`src/rtl/trap_pkg.sv`:
```
package trap_pkg;
  typedef enum logic [2:0] {
    ST_IDLE,
    ST_PUSH_PC_HI,
    ST_PUSH_PC_LO,
    ST_PUSH_SR,
    ST_FETCH_HI,
    ST_FETCH_LO,
    ST_DONE
  } trap_state_e;
endpackage

```
`src/rtl/trap_seq_fsm.sv`:
```
module trap_seq_fsm
  import trap_pkg::*;
(
  input  logic        clk_i,
  input  logic        rst_ni,
  input  logic        start_i,
  input  logic        ack_i,
  output trap_state_e state_o,
  output logic        launch_o,
  output logic        busy_o,
  output logic        done_o,
  output logic        req_o,
  output logic        we_o
);
  trap_state_e state_q, state_d;

  always_comb begin
    state_d = state_q;
    unique case (state_q)
      ST_IDLE:       if (start_i) state_d = ST_PUSH_PC_HI;
      ST_PUSH_PC_HI: if (ack_i) state_d = ST_PUSH_PC_LO;
      ST_PUSH_PC_LO: if (ack_i) state_d = ST_PUSH_SR;
      ST_PUSH_SR:    if (ack_i) state_d = ST_FETCH_HI;
      ST_FETCH_HI:   if (ack_i) state_d = ST_FETCH_LO;
      ST_FETCH_LO:   if (ack_i) state_d = ST_DONE;
      ST_DONE:       state_d = ST_IDLE;
      default:       state_d = ST_IDLE;
    endcase
  end

  always_ff @(posedge clk_i or negedge rst_ni) begin
    if (!rst_ni) state_q <= ST_IDLE;
    else         state_q <= state_d;
  end

  assign state_o  = state_q;
  assign launch_o = (state_q == ST_IDLE) && start_i;
  assign busy_o   = (state_q != ST_IDLE);
  assign done_o   = (state_q == ST_DONE);
  assign we_o     = (state_q == ST_PUSH_PC_HI) || (state_q == ST_PUSH_PC_LO) ||
                    (state_q == ST_PUSH_SR);
  assign req_o    = we_o || (state_q == ST_FETCH_HI) || (state_q == ST_FETCH_LO);
endmodule

```
`src/rtl/trap_addr_gen.sv`:
```
module trap_addr_gen
  import trap_pkg::*;
#(
  parameter int unsigned AW       = 32,
  parameter int unsigned DW       = 16,
  parameter int unsigned PCW      = 32,
  parameter int unsigned TRAP_W   = 4,
  parameter int unsigned VEC_BASE = 32
) (
  input  trap_state_e       state_i,
  input  logic [AW-1:0]     sp_i,
  input  logic [TRAP_W-1:0] num_i,
  output logic [AW-1:0]     addr_o,
  output logic [AW-1:0]     sp_final_o
);
  localparam int unsigned WORD_BYTES  = DW / 8;
  localparam int unsigned PC_BYTES    = PCW / 8;
  localparam int unsigned FRAME_BYTES = PC_BYTES + WORD_BYTES;
  localparam int unsigned VEC_SHIFT   = $clog2(PC_BYTES);

  logic [AW-1:0] pc_slot;
  logic [AW-1:0] vec_addr;

  assign pc_slot    = sp_i - AW'(PC_BYTES);
  assign sp_final_o = sp_i - AW'(FRAME_BYTES);
  assign vec_addr   = (AW'(VEC_BASE) + AW'(num_i)) << VEC_SHIFT;

  always_comb begin
    unique case (state_i)
      ST_PUSH_PC_HI: addr_o = pc_slot;
      ST_PUSH_PC_LO: addr_o = pc_slot + AW'(WORD_BYTES);
      ST_PUSH_SR:    addr_o = sp_final_o;
      ST_FETCH_HI:   addr_o = vec_addr;
      ST_FETCH_LO:   addr_o = vec_addr + AW'(WORD_BYTES);
      default:       addr_o = '0;
    endcase
  end
endmodule

```
`src/rtl/trap_data_path.sv`:
```
module trap_data_path
  import trap_pkg::*;
#(
  parameter int unsigned AW      = 32,
  parameter int unsigned DW      = 16,
  parameter int unsigned PCW     = 32,
  parameter int unsigned TRAP_W  = 4,
  parameter int unsigned SUP_BIT = 13
) (
  input  logic              clk_i,
  input  logic              rst_ni,
  input  logic              launch_i,
  input  logic              ack_i,
  input  trap_state_e       state_i,
  input  logic [DW-1:0]     sr_i,
  input  logic [PCW-1:0]    pc_i,
  input  logic [AW-1:0]     sp_i,
  input  logic [TRAP_W-1:0] num_i,
  input  logic [DW-1:0]     rdata_i,
  input  logic [AW-1:0]     sp_final_i,
  output logic [AW-1:0]     sp_cap_o,
  output logic [TRAP_W-1:0] num_cap_o,
  output logic [DW-1:0]     wdata_o,
  output logic [DW-1:0]     sr_o,
  output logic [AW-1:0]     sp_o,
  output logic [PCW-1:0]    pc_o
);
  localparam logic [DW-1:0] SUP_MASK = {{(DW-1){1'b0}}, 1'b1} << SUP_BIT;

  logic [DW-1:0]     sr_cap_q;
  logic [PCW-1:0]    pc_cap_q;
  logic [AW-1:0]     sp_cap_q;
  logic [TRAP_W-1:0] num_q;
  logic [DW-1:0]     vec_hi_q;

  always_ff @(posedge clk_i or negedge rst_ni) begin
    if (!rst_ni) begin
      sr_cap_q <= '0;
      pc_cap_q <= '0;
      sp_cap_q <= '0;
      num_q    <= '0;
    end else if (launch_i) begin
      sr_cap_q <= sr_i;
      pc_cap_q <= pc_i;
      sp_cap_q <= sp_i;
      num_q    <= num_i;
    end
  end

  always_ff @(posedge clk_i or negedge rst_ni) begin
    if (!rst_ni) begin
      vec_hi_q <= '0;
      sr_o     <= '0;
      sp_o     <= '0;
      pc_o     <= '0;
    end else if (ack_i) begin
      if (state_i == ST_FETCH_HI) vec_hi_q <= rdata_i;
      if (state_i == ST_FETCH_LO) begin
        pc_o <= PCW'({vec_hi_q, rdata_i});
        sr_o <= sr_cap_q | SUP_MASK;  // status pushed earlier stays unmodified
        sp_o <= sp_final_i;
      end
    end
  end

  always_comb begin
    unique case (state_i)
      ST_PUSH_PC_HI: wdata_o = pc_cap_q[PCW-1 -: DW];
      ST_PUSH_PC_LO: wdata_o = pc_cap_q[DW-1:0];
      ST_PUSH_SR:    wdata_o = sr_cap_q;
      default:       wdata_o = '0;
    endcase
  end

  assign sp_cap_o  = sp_cap_q;
  assign num_cap_o = num_q;
endmodule

```
`src/rtl/trap_entry_seq.sv`:
```
module trap_entry_seq
  import trap_pkg::*;
#(
  parameter int unsigned AW       = 32,
  parameter int unsigned DW       = 16,
  parameter int unsigned PCW      = 32,
  parameter int unsigned TRAP_W   = 4,
  parameter int unsigned VEC_BASE = 32,
  parameter int unsigned SUP_BIT  = 13
) (
  input  logic              clk_i,
  input  logic              rst_ni,
  input  logic              start_i,
  input  logic [TRAP_W-1:0] trap_num_i,
  input  logic [DW-1:0]     sr_i,
  input  logic [PCW-1:0]    pc_i,
  input  logic [AW-1:0]     sp_i,
  output logic              busy_o,
  output logic              done_o,
  output logic [DW-1:0]     sr_o,
  output logic [AW-1:0]     sp_o,
  output logic [PCW-1:0]    pc_o,
  output logic              mem_req_o,
  output logic              mem_we_o,
  output logic [AW-1:0]     mem_addr_o,
  output logic [DW-1:0]     mem_wdata_o,
  input  logic              mem_ack_i,
  input  logic [DW-1:0]     mem_rdata_i
);
  trap_state_e       state;
  logic              launch;
  logic              ack_q;
  logic [AW-1:0]     sp_cap;
  logic [AW-1:0]     sp_final;
  logic [TRAP_W-1:0] num_cap;

  // acknowledges outside a request are not ours
  assign ack_q = mem_ack_i && mem_req_o;

  trap_seq_fsm i_fsm (
    .clk_i    (clk_i),
    .rst_ni   (rst_ni),
    .start_i  (start_i),
    .ack_i    (ack_q),
    .state_o  (state),
    .launch_o (launch),
    .busy_o   (busy_o),
    .done_o   (done_o),
    .req_o    (mem_req_o),
    .we_o     (mem_we_o)
  );

  trap_addr_gen #(
    .AW(AW), .DW(DW), .PCW(PCW), .TRAP_W(TRAP_W), .VEC_BASE(VEC_BASE)
  ) i_addr (
    .state_i    (state),
    .sp_i       (sp_cap),
    .num_i      (num_cap),
    .addr_o     (mem_addr_o),
    .sp_final_o (sp_final)
  );

  trap_data_path #(
    .AW(AW), .DW(DW), .PCW(PCW), .TRAP_W(TRAP_W), .SUP_BIT(SUP_BIT)
  ) i_data (
    .clk_i      (clk_i),
    .rst_ni     (rst_ni),
    .launch_i   (launch),
    .ack_i      (ack_q),
    .state_i    (state),
    .sr_i       (sr_i),
    .pc_i       (pc_i),
    .sp_i       (sp_i),
    .num_i      (trap_num_i),
    .rdata_i    (mem_rdata_i),
    .sp_final_i (sp_final),
    .sp_cap_o   (sp_cap),
    .num_cap_o  (num_cap),
    .wdata_o    (mem_wdata_o),
    .sr_o       (sr_o),
    .sp_o       (sp_o),
    .pc_o       (pc_o)
  );
endmodule

```
`config.mk`:
```
export PLATFORM = sky130hd
export DESIGN_NAME = trap_entry_seq
export DESIGN_NICKNAME = d
export VERILOG_FILES = /design/src/rtl/trap_pkg.sv /design/src/rtl/trap_seq_fsm.sv /design/src/rtl/trap_addr_gen.sv /design/src/rtl/trap_data_path.sv /design/src/rtl/trap_entry_seq.sv
export SDC_FILE = /design/constraint.sdc
export NUM_CORES = 1
export LEC_CHECK = 0
export ABC_AREA = 1
export CELL_PAD_IN_SITES_DETAIL_PLACEMENT = 1
export CELL_PAD_IN_SITES_GLOBAL_PLACEMENT = 1
export CORE_MARGIN = 4
export CORE_UTILIZATION = 47
export DETAILED_ROUTE_END_ITERATION = 12
export DONT_BUFFER_PORTS = 1
export PLACE_DENSITY_LB_ADDON = 0.15
export SYNTH_ARGS = -nofsm -noshare
export SYNTH_HDL_FRONTEND = slang
export SYNTH_SLANG_ARGS = --single-unit
```
`constraint.sdc`:
```
create_clock -name clk_i -period 2.9 [get_ports clk_i]
set_input_delay 0.145 -clock clk_i [delete_from_list [all_inputs] [get_ports clk_i]]
set_output_delay 0.145 -clock clk_i [all_outputs]
set_load 0.005 [all_outputs]
```
* Yosys cells after proc, flatten, opt, wreduce, memory -nomap -nowiden
Cells that the tools add are included.
** Word-level totals
- Bits of input ports :: 104
- Bits in registers :: 183
- Output and inout bits :: 132
- Word-level logic and storage cells :: 46
** Operators by class
- Equality and inequality tests :: 12
- Reductions and logical operators :: 11
- Add/sub/neg operators :: 5
- Multiplexer cells :: 9
** Operators by type and width (number)
- 32-bit one-hot mux with 5 select lines :: 1
- 32-bit by 2-bit adder with 32-bit output (second input constant) :: 2
- 32-bit by 3-bit subtractor with 32-bit output (second input constant) :: 2
- 16-bit one-hot mux with 3 select lines :: 1
- 3-bit 2-to-1 mux :: 6
- 3-bit one-hot mux with 6 select lines :: 1
- 2-bit inequality test (second input constant) :: 6
- 3-bit equality test (second input constant) :: 3
- 6-bit by 4-bit adder with 7-bit output (first input constant) :: 1
- 3-bit by 2-bit equality test with 1-bit output (second input constant) :: 2
- 6-bit AND reduction :: 1
- 1-bit logical OR :: 4
- 2-bit AND reduction :: 2
- 3-bit by 1-bit equality test with 1-bit output (second input constant) :: 1
- 3-bit logical NOT :: 1
- 3-bit nonzero test :: 1
- 1-bit logical AND :: 2

* Longest topological paths before layout
- Word-level depth :: 8
- Mapped depth :: 16
- Mapped depth without buffers :: 16

* Modules after synthesis
A second synthesis with hierarchy kept.
** Second synthesis, totals
- Cell total of the unflattened synthesis :: 1515
- Area total of the unflattened synthesis :: 10690.3 um2
** Modules (own cells, without submodules)
- trap_data_path :: area an instance 7462.2 um2, times used 1, cells each 852, seq. area each 4504.3 um2
- trap_addr_gen :: area an instance 3004.1 um2, times used 1, cells each 628, seq. area each 0.0 um2
- trap_seq_fsm :: area an instance 216.5 um2, times used 1, cells each 33, seq. area each 75.1 um2
- trap_entry_seq :: area an instance 7.5 um2, times used 1, cells each 2, seq. area each 0.0 um2

* Least setup slack after synthesis
OpenSTA, ideal clock, no wires.
- Path type :: flip-flop to output port
- Start :: register i_data.sp_cap_q[2], in the netlist i_data.sp_cap_o[2]
- End :: output mem_addr_o[30]
- Path slack :: 0.619 ns
- Path buffers :: 0
- Cell stages (with the launch flop) :: 17
- Required time :: 2.755 ns
- Arrival time :: 2.136 ns
- Cell sequence :: dfrtp_1 -> inv_1 -> ha_1 -> nand2_1 -> nor2_4 -> nand2_2 -> nand2_2 -> inv_2 -> nor2_1 -> nand2_1 -> nor2_4 -> nand3_4 -> nor2_4 -> nand2_1 -> nand2_1 -> nand3_1 -> nand2_1
** On the way
- Cells in the longest elaborated chain, start to end :: 3
- Elaborated cells on any way between the ends :: 4
- Those cells by class :: add/sub (3); mux (1)
** RTL lines
- from (decl) :: line trap_data_path.sv:32 : logic [AW-1:0] sp_cap_q;
- from (signal assigned) :: line trap_data_path.sv:45 : sp_cap_q <= sp_i;
- 32-bit by 3-bit subtractor with 32-bit output :: line trap_addr_gen.sv:24 : assign pc_slot = sp_i - AW'(PC_BYTES);
- 32-bit by 2-bit adder with 32-bit output :: line trap_addr_gen.sv:31 : ST_PUSH_PC_LO: addr_o = pc_slot + AW'(WORD_BYTES);
- 32-bit one-hot mux with 5 select lines * :: line trap_addr_gen.sv:29 : unique case (state_i)
- to (decl) :: line trap_entry_seq.sv:25 : output logic [AW-1:0] mem_addr_o,
Mark *: on every way between the ends. The rest lies on a longest branch, timed or not.

* Worst setup path after layout
- Start :: register i_data.sp_cap_q[3], in the netlist i_data.sp_cap_o[3]
- End :: output mem_addr_o[28]
Same word-level chain as after synthesis.

==> impl_metrics.csv <==
group,metric,value,unit
drt,wl_met2,17.7,mm
timing,hold_viol,183,
power_and_ir_drop,p_leak,5.82,nW
min_path,hp-class,"primary input to asynchronous set/reset pin",
timing,finalCriticalPeriod,2.84,ns
timing,timing.final.ws_setup,0.0563,ns
drt,ant_nets,0,
final_layout,diodes,0,
final_layout,nets,1495,
setup_path,crit_arrival,2.70,ns
floorplan,dieArea,23700,um^2
placed_design,post_dp_cell_area,10300,um^2
grt,grt_max_degree,184,
clock_tree,cts.sinks,183,
setup_path,cp_max_fo,6,
grt,grt.overflow.total,0,
floorplan,die_h,154,um
drt,dr.pass1.iters,5,
synth,synth_xor_area_frac,0.0254,
power_and_ir_drop,ir_drop,0.534,mV
status,status,"complete, but fails checks",
floorplan,fp.dieW,154,um
floorplan,core,21000,um^2
timing,fmax,0.352,GHz
final_layout,instances_no_fill,1673,
setup_path,max_stage_delay,0.46,ns
clock_tree,cts_hold_buf,101,
floorplan,initial_core_util,0.478,
final_layout,layout-drive-gt1-share,0.195,
clock_tree,clockRootBuffer,"clkbuf_16",
clock_tree,clock_path_buffers,2,
drt,met1_length,14.7,mm
timing,finalMaxSlewViolations,0,
synth,synthSimpleGateAreaFrac,0.308,
setup_path,cp.required,2.76,ns
setup_path,startpoint_type,"flip-flop",
synth,ys.flop_type,"dfrtp_1",
setup_path,crit_chain,"inv_4 -> ha_4 -> nand2_4 -> nor2_4 -> nand2_2 -> nand2_4 -> inv_4 -> nor2_4 -> nand2_2 -> nor2_4 -> nand3_4 -> nor2_4 -> nand2_1 -> nand2_1 -> nand3_1 -> nand2_1",
grt,grt_pass1_wl,55.3,mm
synth,synth-edff-count,0,
synth,syn_avg_cell_area,7.88,um^2
drt,vias,9240,
setup_path,crit_top_cell,"nor2_4",
synth,synth_cells,1270,
timing,whs,-0.616,ns
synth,yosysWarnings,0,
drt,drt-initial-drc-count,513,
final_layout,finalInstanceArea,12500,um^2
clock_tree,clkTransAtPathRegs,0.08,ns
final_layout,final_cell_mix,"380 x nand2_1, 175 x dfrtp_1, 101 x dlygate4sd3_1",
clock_tree,numCtsBuffers,17,
timing,finClkSkew,0.0191,ns
timing,worst_slew_pin_slew,0.662,ns
drt,dr.max_layer_used,"met5",
placed_design,portBuffers,0,
synth,synthArstFlopShare,1.00,
setup_path,endpoint_kind,"output pin",
synth,synth_compound_area_frac,0.0819,
run,maxCapViolCount,0,
timing,grt_setup_unrepaired,"yes",
clock_tree,tritoncts,"built",
synth,synth-seq-cells,183,
timing,max_slew_margin,0.558,
synth,synthAdderAreaFrac,0.00625,
final_layout,layout_commonest_cell,"nand2_1",
power_and_ir_drop,power.total,0.0132,W
drt,wl_per_cell,21.6,um
synth,synth_seq_area_share,0.458,
placed_design,placed_cells,1518,
status,violations,"hold timing",
synth,synth_cell_type_count,37,
drt,routed-wl-met3,2.63,mm
floorplan,std_cell_rows,53,
placed_design,hpwl,24.0,mm
placed_design,routabilityCongestion,0.907,
floorplan,io_pins,236,
drt,viasPerCell,5.52,
synth,synth_top_family_by_area,"simple AND/OR/NAND/NOR gates",
synth,synth_fp_nets,1379,
drt,drc,0,
final_layout,fillers,2474,
placed_design,pre_cts_slack,0.0673,ns
synth,syn-cell-area,10000,um^2
grt,grt_pass1_vias,9774,
clock_tree,htreeDepth,4,
grt,antenna_found_initial,1,
timing,min_period_over_period,0.981,
setup_path,crit_path_top_delay_cell,"dfrtp_2",
synth,synth_mux_area_frac,0.0596,
power_and_ir_drop,p_per_area,1060,nW/um^2
final_layout,area_growth,24.9,%
drt,wirelength,36.2,mm
clock_tree,clk-insertion-delay-late,0.45,ns
setup_path,path_class,"flip-flop to output pin",
grt,track_usage,0.298,
timing,finalSetupViolCount,0,
[cell usage after synthesis (2+ instances only)]
cell type	number	area, um^2
nand2_1	403	1510
dfrtp_1	183	4580
nor2_1	125	469
inv_1	105	394
nand3_1	83	415
o21ai_0	81	405
mux2_2	53	597
a21oi_1	37	185
clkbuf_1	35	131
xor2_1	28	245
nand2_2	19	119
nor2_4	18	203
nor2_2	13	81.3
nand4_1	11	68.8
o22ai_1	9	56.3
o221ai_1	8	70.1
buf_2	7	35.0
or2_2	7	43.8
o211ai_1	6	45.0
ha_1	5	62.6
nand3_2	5	50.1
inv_2	4	15.0
nor3_1	4	20.0
nand2_4	3	33.8
a31oi_1	2	12.5
buf_1	2	7.51
nand3_4	2	35.0
o2111ai_1	2	17.5
o21ai_1	2	10.0
[flip-flops by register name, summed over array words and instances, names as in the netlist]
name	flops
i_data.sr_o	16
i_data.vec_hi_q	16
i_data.sr_cap_q	16
i_data.pc_cap_q	32
i_data.sp_o	32
i_data.pc_o	32
i_data.num_cap_o	4
i_data.sp_cap_o	32
i_fsm.state_o	3
[final timing paths]
kind	slack, ns	end	depth (start not counted)	start
worst max-delay path	0.06	mem_addr_o[28]	16	i_data.sp_cap_o[3]$_DFFE_PN0P_
worst min-delay path	-0.62	i_data.sp_o[19]$_DFFE_PN0P_	0	rst_ni
worst max register to register	0.62	i_data.sp_o[28]$_DFFE_PN0P_	10	i_data.sp_cap_o[3]$_DFFE_PN0P_
worst min register to register	0.48	i_data.pc_o[19]$_DFFE_PN0P_	2	i_data.vec_hi_q[3]$_DFFE_PN0P_
max in group asynchronous	3.29	i_data.sp_o[30]$_DFFE_PN0P_	0	rst_ni
min in group clk_i	0.10	i_fsm.state_o[1]$_DFFE_PN0P_	3	mem_ack_i
[metrics by stage]
step,util,hold slack (ns),TNS (ns)
2_1_floorplan,-,-0.151,0
3_3_place_gp,0.494,-0.145,0
3_5_place_dp,0.494,-0.146,0
4_1_cts,0.574,-0.626,0
5_1_grt,0.596,-0.633,-0.819
6_report,0.596,-0.616,0
[power by group]
group | total (W) | switching [W] | internal, W
Combinational | 0.00592 | 0.00381 | 0.00211
Sequential | 0.00496 | 0.00119 | 0.00376
Clock | 0.00235 | 0.00120 | 0.00115
Total | 0.0132 | 0.00620 | 0.00702
[area by class of cell]
cell class / instances / area (um^2) / share of cell area
inverter: 109 / 418 / 0.0334
tap: 275 / 344 / 0.0275
clock buffer: 17 / 425 / 0.0340
sequential: 183 / 4590 / 0.367
timing repair buffer: 144 / 1380 / 0.110
clock inverter: 14 / 151 / 0.0121
multi-input combinational: 931 / 5190 / 0.415
[metal layers]
layer / vias up / global-route usage
met2: 305 / 0.497
met3: 67 / 0.0873
met1: 4556 / 0.368
met5: - / 0
met4: 2 / 0.108
li1: 4310 / -
[logic make-up (layout without fill, tap and decap cells)]
kind of cell	count (synthesis)	after routing
AOI/OAI and AO/OA	149	149
xor gates and xnor gates	29	29
adders and majority gates	5	5
buffers and inverters	156	284
DFF	183	183
muxes	53	53
and+or+nand+nor	695	695
[critical path, delay by kind of cell, from the launching register on]
kind                     cells  cell delay (ns)
adder cells (fa/ha/maj)      1             0.19
buffers and inverters        2             0.15
flip-flops                   1             0.46
AND/OR/NAND/NOR             13             1.45
[timing repair]
action / in CTS / in global routing
endpoints found under the hold margin: 299 / 183
endpoints found under the setup margin: 22 / 21
setup buffers: 3 / 20
resized for setup: 19 / 90
pin swaps: 5 / 42
(Power assumes the default switching activity.)
